===== src/rtl/wdw_pkg.sv =====
package wdw_pkg;

  typedef enum logic [2:0] {
    PH_OFF    = 3'd0,
    PH_POR    = 3'd1,
    PH_CLOSED = 3'd2,
    PH_OPEN   = 3'd3,
    PH_PULSE  = 3'd4
  } wdw_phase_e;

  function automatic int unsigned max_of4(input int unsigned a, input int unsigned b,
                                          input int unsigned c, input int unsigned d);
    int unsigned m;
    m = a;
    if (b > m) m = b;
    if (c > m) m = c;
    if (d > m) m = d;
    return m;
  endfunction

endpackage


===== src/rtl/wdw_svc_edge.sv =====
// Synchronizes the asynchronous service line and produces a one-cycle
// pulse on each falling edge seen after synchronization.
module wdw_svc_edge #(
  parameter int unsigned STAGES = 2
) (
  input  logic clk,
  input  logic arst_n,
  input  logic svc_async,
  output logic svc_fall
);

  logic [STAGES-1:0] chain_q;
  logic              last_q;

  genvar g;
  generate
    for (g = 0; g < int'(STAGES); g++) begin : g_sync
      if (g == 0) begin : g_first
        always_ff @(posedge clk or negedge arst_n) begin
          if (!arst_n) chain_q[0] <= 1'b1;
          else         chain_q[0] <= svc_async;
        end
      end else begin : g_next
        always_ff @(posedge clk or negedge arst_n) begin
          if (!arst_n) chain_q[g] <= 1'b1;
          else         chain_q[g] <= chain_q[g-1];
        end
      end
    end
  endgenerate

  always_ff @(posedge clk or negedge arst_n) begin
    if (!arst_n) last_q <= 1'b1;
    else         last_q <= chain_q[STAGES-1];
  end

  assign svc_fall = last_q & ~chain_q[STAGES-1];

endmodule


===== src/rtl/wdw_supply_filter.sv =====
// Declares the supply lost once supply_ok has been low for GLITCH_CYC
// consecutive cycles; any high cycle restarts the count.
module wdw_supply_filter #(
  parameter int unsigned GLITCH_CYC = 3
) (
  input  logic clk,
  input  logic arst_n,
  input  logic supply_ok,
  output logic supply_lost
);

  localparam int unsigned CW = $clog2(GLITCH_CYC + 1);
  localparam logic [CW-1:0] LIMIT = CW'(GLITCH_CYC);

  logic [CW-1:0] low_cnt_q;

  always_ff @(posedge clk or negedge arst_n) begin
    if (!arst_n)                low_cnt_q <= LIMIT;
    else if (supply_ok)         low_cnt_q <= '0;
    else if (low_cnt_q != LIMIT) low_cnt_q <= low_cnt_q + 1'b1;
  end

  assign supply_lost = (low_cnt_q == LIMIT);

endmodule


===== src/rtl/wdw_window_fsm.sv =====
// Phase sequencer: off, power-on delay, closed, open, reset pulse.
module wdw_window_fsm
  import wdw_pkg::*;
#(
  parameter int unsigned CLOSED_CYC = 16,
  parameter int unsigned OPEN_CYC   = 16,
  parameter int unsigned PULSE_CYC  = 4,
  parameter int unsigned POR_CYC    = 20
) (
  input  logic       clk,
  input  logic       arst_n,
  input  logic       supply_lost,
  input  logic       svc_fall,
  output wdw_phase_e phase,
  output logic       svc_good,
  output logic       svc_fault
);

  localparam int unsigned TMAX = max_of4(CLOSED_CYC, OPEN_CYC, PULSE_CYC, POR_CYC);
  localparam int unsigned TW   = $clog2(TMAX + 1);
  localparam logic [TW-1:0] T_POR    = TW'(POR_CYC - 1);
  localparam logic [TW-1:0] T_CLOSED = TW'(CLOSED_CYC - 1);
  localparam logic [TW-1:0] T_OPEN   = TW'(OPEN_CYC - 1);
  localparam logic [TW-1:0] T_PULSE  = TW'(PULSE_CYC - 1);

  wdw_phase_e    phase_q, phase_d;
  logic [TW-1:0] timer_q, timer_d;
  logic          early, late;

  always_comb begin
    phase_d = phase_q;
    early   = 1'b0;
    late    = 1'b0;
    if (supply_lost) begin
      phase_d = PH_OFF;
    end else begin
      unique case (phase_q)
        PH_OFF:    phase_d = PH_POR;
        PH_POR:    if (timer_q == T_POR) phase_d = PH_CLOSED;
        PH_CLOSED: begin
          if (svc_fall) begin
            phase_d = PH_PULSE;
            early   = 1'b1;
          end else if (timer_q == T_CLOSED) begin
            phase_d = PH_OPEN;
          end
        end
        PH_OPEN: begin
          if (svc_fall) begin
            phase_d = PH_CLOSED;
          end else if (timer_q == T_OPEN) begin
            phase_d = PH_PULSE;
            late    = 1'b1;
          end
        end
        PH_PULSE:  if (timer_q == T_PULSE) phase_d = PH_CLOSED;
        default:   phase_d = PH_OFF;
      endcase
    end
  end

  always_comb begin
    if (phase_d != phase_q || phase_q == PH_OFF) timer_d = '0;
    else                                         timer_d = timer_q + 1'b1;
  end

  always_ff @(posedge clk or negedge arst_n) begin
    if (!arst_n) begin
      phase_q <= PH_OFF;
      timer_q <= '0;
    end else begin
      phase_q <= phase_d;
      timer_q <= timer_d;
    end
  end

  assign phase     = phase_q;
  assign svc_good  = !supply_lost && phase_q == PH_OPEN && svc_fall;
  assign svc_fault = early | late;

endmodule


===== src/rtl/wdw_enable_gate.sv =====
// Counts consecutive correct services, saturating at GOOD_SERVICES.
module wdw_enable_gate #(
  parameter int unsigned GOOD_SERVICES = 3
) (
  input  logic clk,
  input  logic arst_n,
  input  logic clear,
  input  logic svc_good,
  output logic ready
);

  localparam int unsigned CW = $clog2(GOOD_SERVICES + 1);
  localparam logic [CW-1:0] FULL = CW'(GOOD_SERVICES);

  logic [CW-1:0] run_q;

  always_ff @(posedge clk or negedge arst_n) begin
    if (!arst_n)                        run_q <= '0;
    else if (clear)                     run_q <= '0;
    else if (svc_good && run_q != FULL) run_q <= run_q + 1'b1;
  end

  assign ready = (run_q == FULL);

endmodule


===== src/rtl/wdw_supervisor.sv =====
module wdw_supervisor
  import wdw_pkg::*;
#(
  parameter int unsigned CLOSED_CYC    = 16,
  parameter int unsigned OPEN_CYC      = 16,
  parameter int unsigned PULSE_CYC     = 4,
  parameter int unsigned POR_CYC       = 20,
  parameter int unsigned GLITCH_CYC    = 3,
  parameter int unsigned GOOD_SERVICES = 3,
  parameter int unsigned SYNC_STAGES   = 2
) (
  input  logic clk,
  input  logic arst_n,
  input  logic supply_ok,
  input  logic svc_line,
  output logic sys_rst_n,
  output logic sys_en_n
);

  logic       svc_fall;
  logic       supply_lost;
  wdw_phase_e phase;
  logic       svc_good;
  logic       svc_fault;
  logic       in_reset;
  logic       en_ready;

  wdw_svc_edge #(.STAGES(SYNC_STAGES)) u_edge (
    .clk       (clk),
    .arst_n    (arst_n),
    .svc_async (svc_line),
    .svc_fall  (svc_fall)
  );

  wdw_supply_filter #(.GLITCH_CYC(GLITCH_CYC)) u_supply (
    .clk         (clk),
    .arst_n      (arst_n),
    .supply_ok   (supply_ok),
    .supply_lost (supply_lost)
  );

  wdw_window_fsm #(
    .CLOSED_CYC (CLOSED_CYC),
    .OPEN_CYC   (OPEN_CYC),
    .PULSE_CYC  (PULSE_CYC),
    .POR_CYC    (POR_CYC)
  ) u_fsm (
    .clk         (clk),
    .arst_n      (arst_n),
    .supply_lost (supply_lost),
    .svc_fall    (svc_fall),
    .phase       (phase),
    .svc_good    (svc_good),
    .svc_fault   (svc_fault)
  );

  assign in_reset = (phase == PH_OFF) || (phase == PH_POR) || (phase == PH_PULSE);

  wdw_enable_gate #(.GOOD_SERVICES(GOOD_SERVICES)) u_gate (
    .clk      (clk),
    .arst_n   (arst_n),
    .clear    (in_reset | svc_fault | supply_lost),
    .svc_good (svc_good),
    .ready    (en_ready)
  );

  assign sys_rst_n = ~in_reset;
  assign sys_en_n  = ~(en_ready & ~in_reset);

endmodule


===== config.mk =====
export PLATFORM = sky130hd
export DESIGN_NAME = wdw_supervisor
export DESIGN_NICKNAME = d
export VERILOG_FILES = /design/src/rtl/wdw_pkg.sv /design/src/rtl/wdw_svc_edge.sv /design/src/rtl/wdw_supply_filter.sv /design/src/rtl/wdw_window_fsm.sv /design/src/rtl/wdw_enable_gate.sv /design/src/rtl/wdw_supervisor.sv
export SDC_FILE = /design/constraint.sdc
export NUM_CORES = 1
export LEC_CHECK = 0
export BUFFER_PORTS_ARGS = -buffer_cell sky130_fd_sc_hd__buf_2
export CAP_MARGIN = 20
export CORE_MARGIN = 2
export CORE_UTILIZATION = 25
export CTS_CLUSTER_DIAMETER = 30
export DETAILED_ROUTE_END_ITERATION = 7
export GPL_TIMING_DRIVEN = 0
export PLACE_DENSITY = 0.46
export RECOVER_POWER = 25
export SETUP_SLACK_MARGIN = 0.4
export SLEW_MARGIN = 0
export SYNTH_ARGS = -nofsm -noshare
export SYNTH_HDL_FRONTEND = slang
export SYNTH_SLANG_ARGS = --single-unit

===== constraint.sdc =====
create_clock -name clk -period 5.1 [get_ports clk]
set_input_delay 0.51 -clock clk [delete_from_list [all_inputs] [get_ports clk]]
set_output_delay 0.51 -clock clk [all_outputs]
set_load 0.02 [all_outputs]

==> run summary <==
========================================================================================
Result of the run                                                           finished, final reports clean
Total clock buffers created by CTS                                                     3
Growth of design area from synthesis to finish                                     12.8%
Global-route congestion overflow total                                                 0
Clock tree from TritonCTS                                                           done
Antenna-violating nets left                                                            0
Sequential-to-total area share from yosys stat                                     45.4%
Peak ir drop on the vdd network                                                0.0642 mV
Number of antenna violations at the first check in global routing                      0
Flop and latch count out of synthesis                                                 15
Maximum number of pins on one net before global-route repair                          16
Max Buffers Root-to-Sink                                                               2
Worst setup skew after layout                                                 0.00633 ns
Worst-path fanout max                                                                 10
Total power                                                                       414 uW
RSZ-0062 raised after global routing                                                  no
Insertion delay of the later-clocked pin in the worst-skew pair                  0.28 ns
Power Density                                                                437 mW/mm^2
Max_slew headroom                                                                  45.7%
Slew Limit Fails                                                                       0
Total number of yosys warnings                                                         0
HPWL Detailed                                                                    1170 um
Cell count after placement                                                           129
Crit path capture type                                                      primary output
Leading cell types in the layout, fill and taps excluded                    sky130_fd_sc_hd__dfrtp_1 (10), sky130_fd_sc_hd__dfstp_2 (5)
Portion of the clock cycle consumed by the worst path in the final layout          41.1%
Required time worst endpoint                                                     4.59 ns
Post-synthesis instance total                                                         78
Core region area                                                            0.00328 sq mm
Count of TritonRoute iterations in the first routing pass                              4
Data arrival time at the worst-slack endpoint                                    1.58 ns
Die Area                                                                    0.00384 sq mm
H-tree depth                                                                           1
Post-CTS setup repair buffer count                                                     0
TritonCTS Sinks                                                                       15
Maximum Capacitance Violations                                                         0
GRT Util Overall                                                                   10.0%
Total number of vias                                                                 619
Number of ports placed on the die boundary                                             6
Initial drt markers                                                                   34
Post-synthesis net count                                                              86
Ant. Diodes                                                                            0
Final estimated routing congestion in global placement                             0.774
Die span in x                                                                    62.0 um
Non-filler cells in the finished layout                                              133
Aggregate routed wire length                                                     1590 um
Number of input and output port buffers inserted                                       5
Most common cell after layout, fill and taps aside                          sky130_fd_sc_hd__dfrtp_1
Setup violation total in the final timing report                                       0
Effective utilization at floorplan                                                 25.6%
Vias in the first global route                                                       615
Worst Reg2Reg Path Length in Cells                                                     5
Net total in the final layout                                                         96
Root buf cell                                                               sky130_fd_sc_hd__clkbuf_4
Clk pin slew, worst setup/hold paths                                             0.09 ns
Number of enable flip-flop cells after synthesis                                       0
Async S/R FF share, synth                                                           100%
Sum Neg Setup Slack                                                                 0 ns
Number of distinct library cells after synthesis                                      34
Wire length of the first global-routing pass                                     2830 um
Leakage power total                                                          0.000389 uW
Number of placement rows                                                              21
Total standard cell area after synthesis                                       841 sq um
Chip Height                                                                      62.0 um
Most used flip-flop cell after synthesis                                    sky130_fd_sc_hd__dfrtp_1
Crit path time final                                                             2.09 ns
DRC violations left                                                                    0
Avg Cell Area, Syn                                                            10.8 sq um
Tightest Hold Check Type                                                        in2async
Startpoint class of the critical path                                           register
WL/cell                                                                          12.0 um
Final Hold Violating Endpoints                                                         0
Worst slew pin tran                                                             0.815 ns
Number of instances resized during post-cts repair                                     0
Cts-stage hold buffer count                                                            0
CP Class                                                                         reg2out
Share of layout cells above drive strength 1                                       21.8%
Vias per Instance                                                                   4.65
Max Clock Freq                                                                   477 MHz
========================================================================================
-- synthesized netlist by cell type (all sizes together) (2+ instances only) --
cell type	count	area (sq um)
nand2	4	15.0
nor2	3	11.3
nor4b	2	17.5
nand3	4	20.0
nand2b	4	25.0
a211oi	2	20.0
dfstp	5	131
mux2i	2	20.0
ha	4	50.1
nand4b	2	17.5
a21oi	4	20.0
o21ai	3	15.0
dfrtp	10	250
inv	2	7.51
clkbuf	2	7.51
nor4	2	12.5
nor3	5	30.0
nor3b	3	27.5
xor2	3	26.3
-- flip-flops by register name (all words and copies together), names as in the netlist --
register and cells:
u_fsm.timer_q 5, u_edge.chain_q 2, u_edge.last_q 1, u_gate.run_q 2
u_supply.low_cnt_q 2, u_fsm.phase 3
-- per-layer routing --
metal | GRT usage (%) | wire length, um
met2 | 14.9 | 732
met3 | 2.28 | 49
met4 | 4.56 | 21
met1 | 13.8 | 787
met5 | 0 | 0
-- through the flow --
step	hold WS, ns	setup WS [ns]	cell area (sq um)	util [%]
CTS	0.121	2.99	950	28.9
finish	0.289	3.01	948	28.9
global route	0.307	2.87	948	28.9
global placement	0.347	3.24	923	28.1
floorplan	0.214	3.42	841	-
detailed placement	0.349	3.25	923	28.1
-- report_power, final --
part	internal (uW)	leakage, uW	switching, uW
logic	74.0	0.000193	96.8
registers	150	0.000182	25.1
clock network	30.3	0.0000150	37.6
-- critical path: stages (launching register included) --
cell,delay [ns]
sky130_fd_sc_hd__dfrtp_1,0.43
sky130_fd_sc_hd__clkbuf_1,0.22
sky130_fd_sc_hd__a21oi_1,0.35
sky130_fd_sc_hd__inv_1,0.09
sky130_fd_sc_hd__nand2_1,0.07
sky130_fd_sc_hd__buf_2,0.15
-- area by class of cell --
class                   instances  area, sq um
fillers                       351         2340
multi-input cells              58          437
flip-flops and latches         15          382
well taps                      46         57.6
clock buffers                   4         26.3
repair buffers                  5         23.8
plain buffers                   3         15.0
inverters                       2         7.51
-- logic make-up after synthesis --
logic type	after synthesis	synth area share (%)
buf+inv	5	2.68
compound gates	14	14.3
xor+xnor	4	4.17
fa+ha+maj	4	5.95
flops	15	45.4
simple gates	34	25.1
mux	2	2.38
-- final timing paths --
| check | startpoint | to | slack [ns] |
|---|---|---|---|
| worst max-delay path | u_fsm.phase[0] | sys_en_n | 3.01 |
| worst min-delay path | arst_n | u_fsm.phase[0] | 0.29 |
| worst max register to register | u_fsm.timer_q[0] | u_fsm.timer_q[3] | 3.23 |
| worst min register to register | u_edge.chain_q[0] | u_edge.chain_q[1] | 0.36 |
| max in group asynchronous | arst_n | u_fsm.phase[2] | 4.30 |
| min in group clk | svc_line | u_edge.chain_q[0] | 0.32 |
Power figures use the tool's default switching activity.
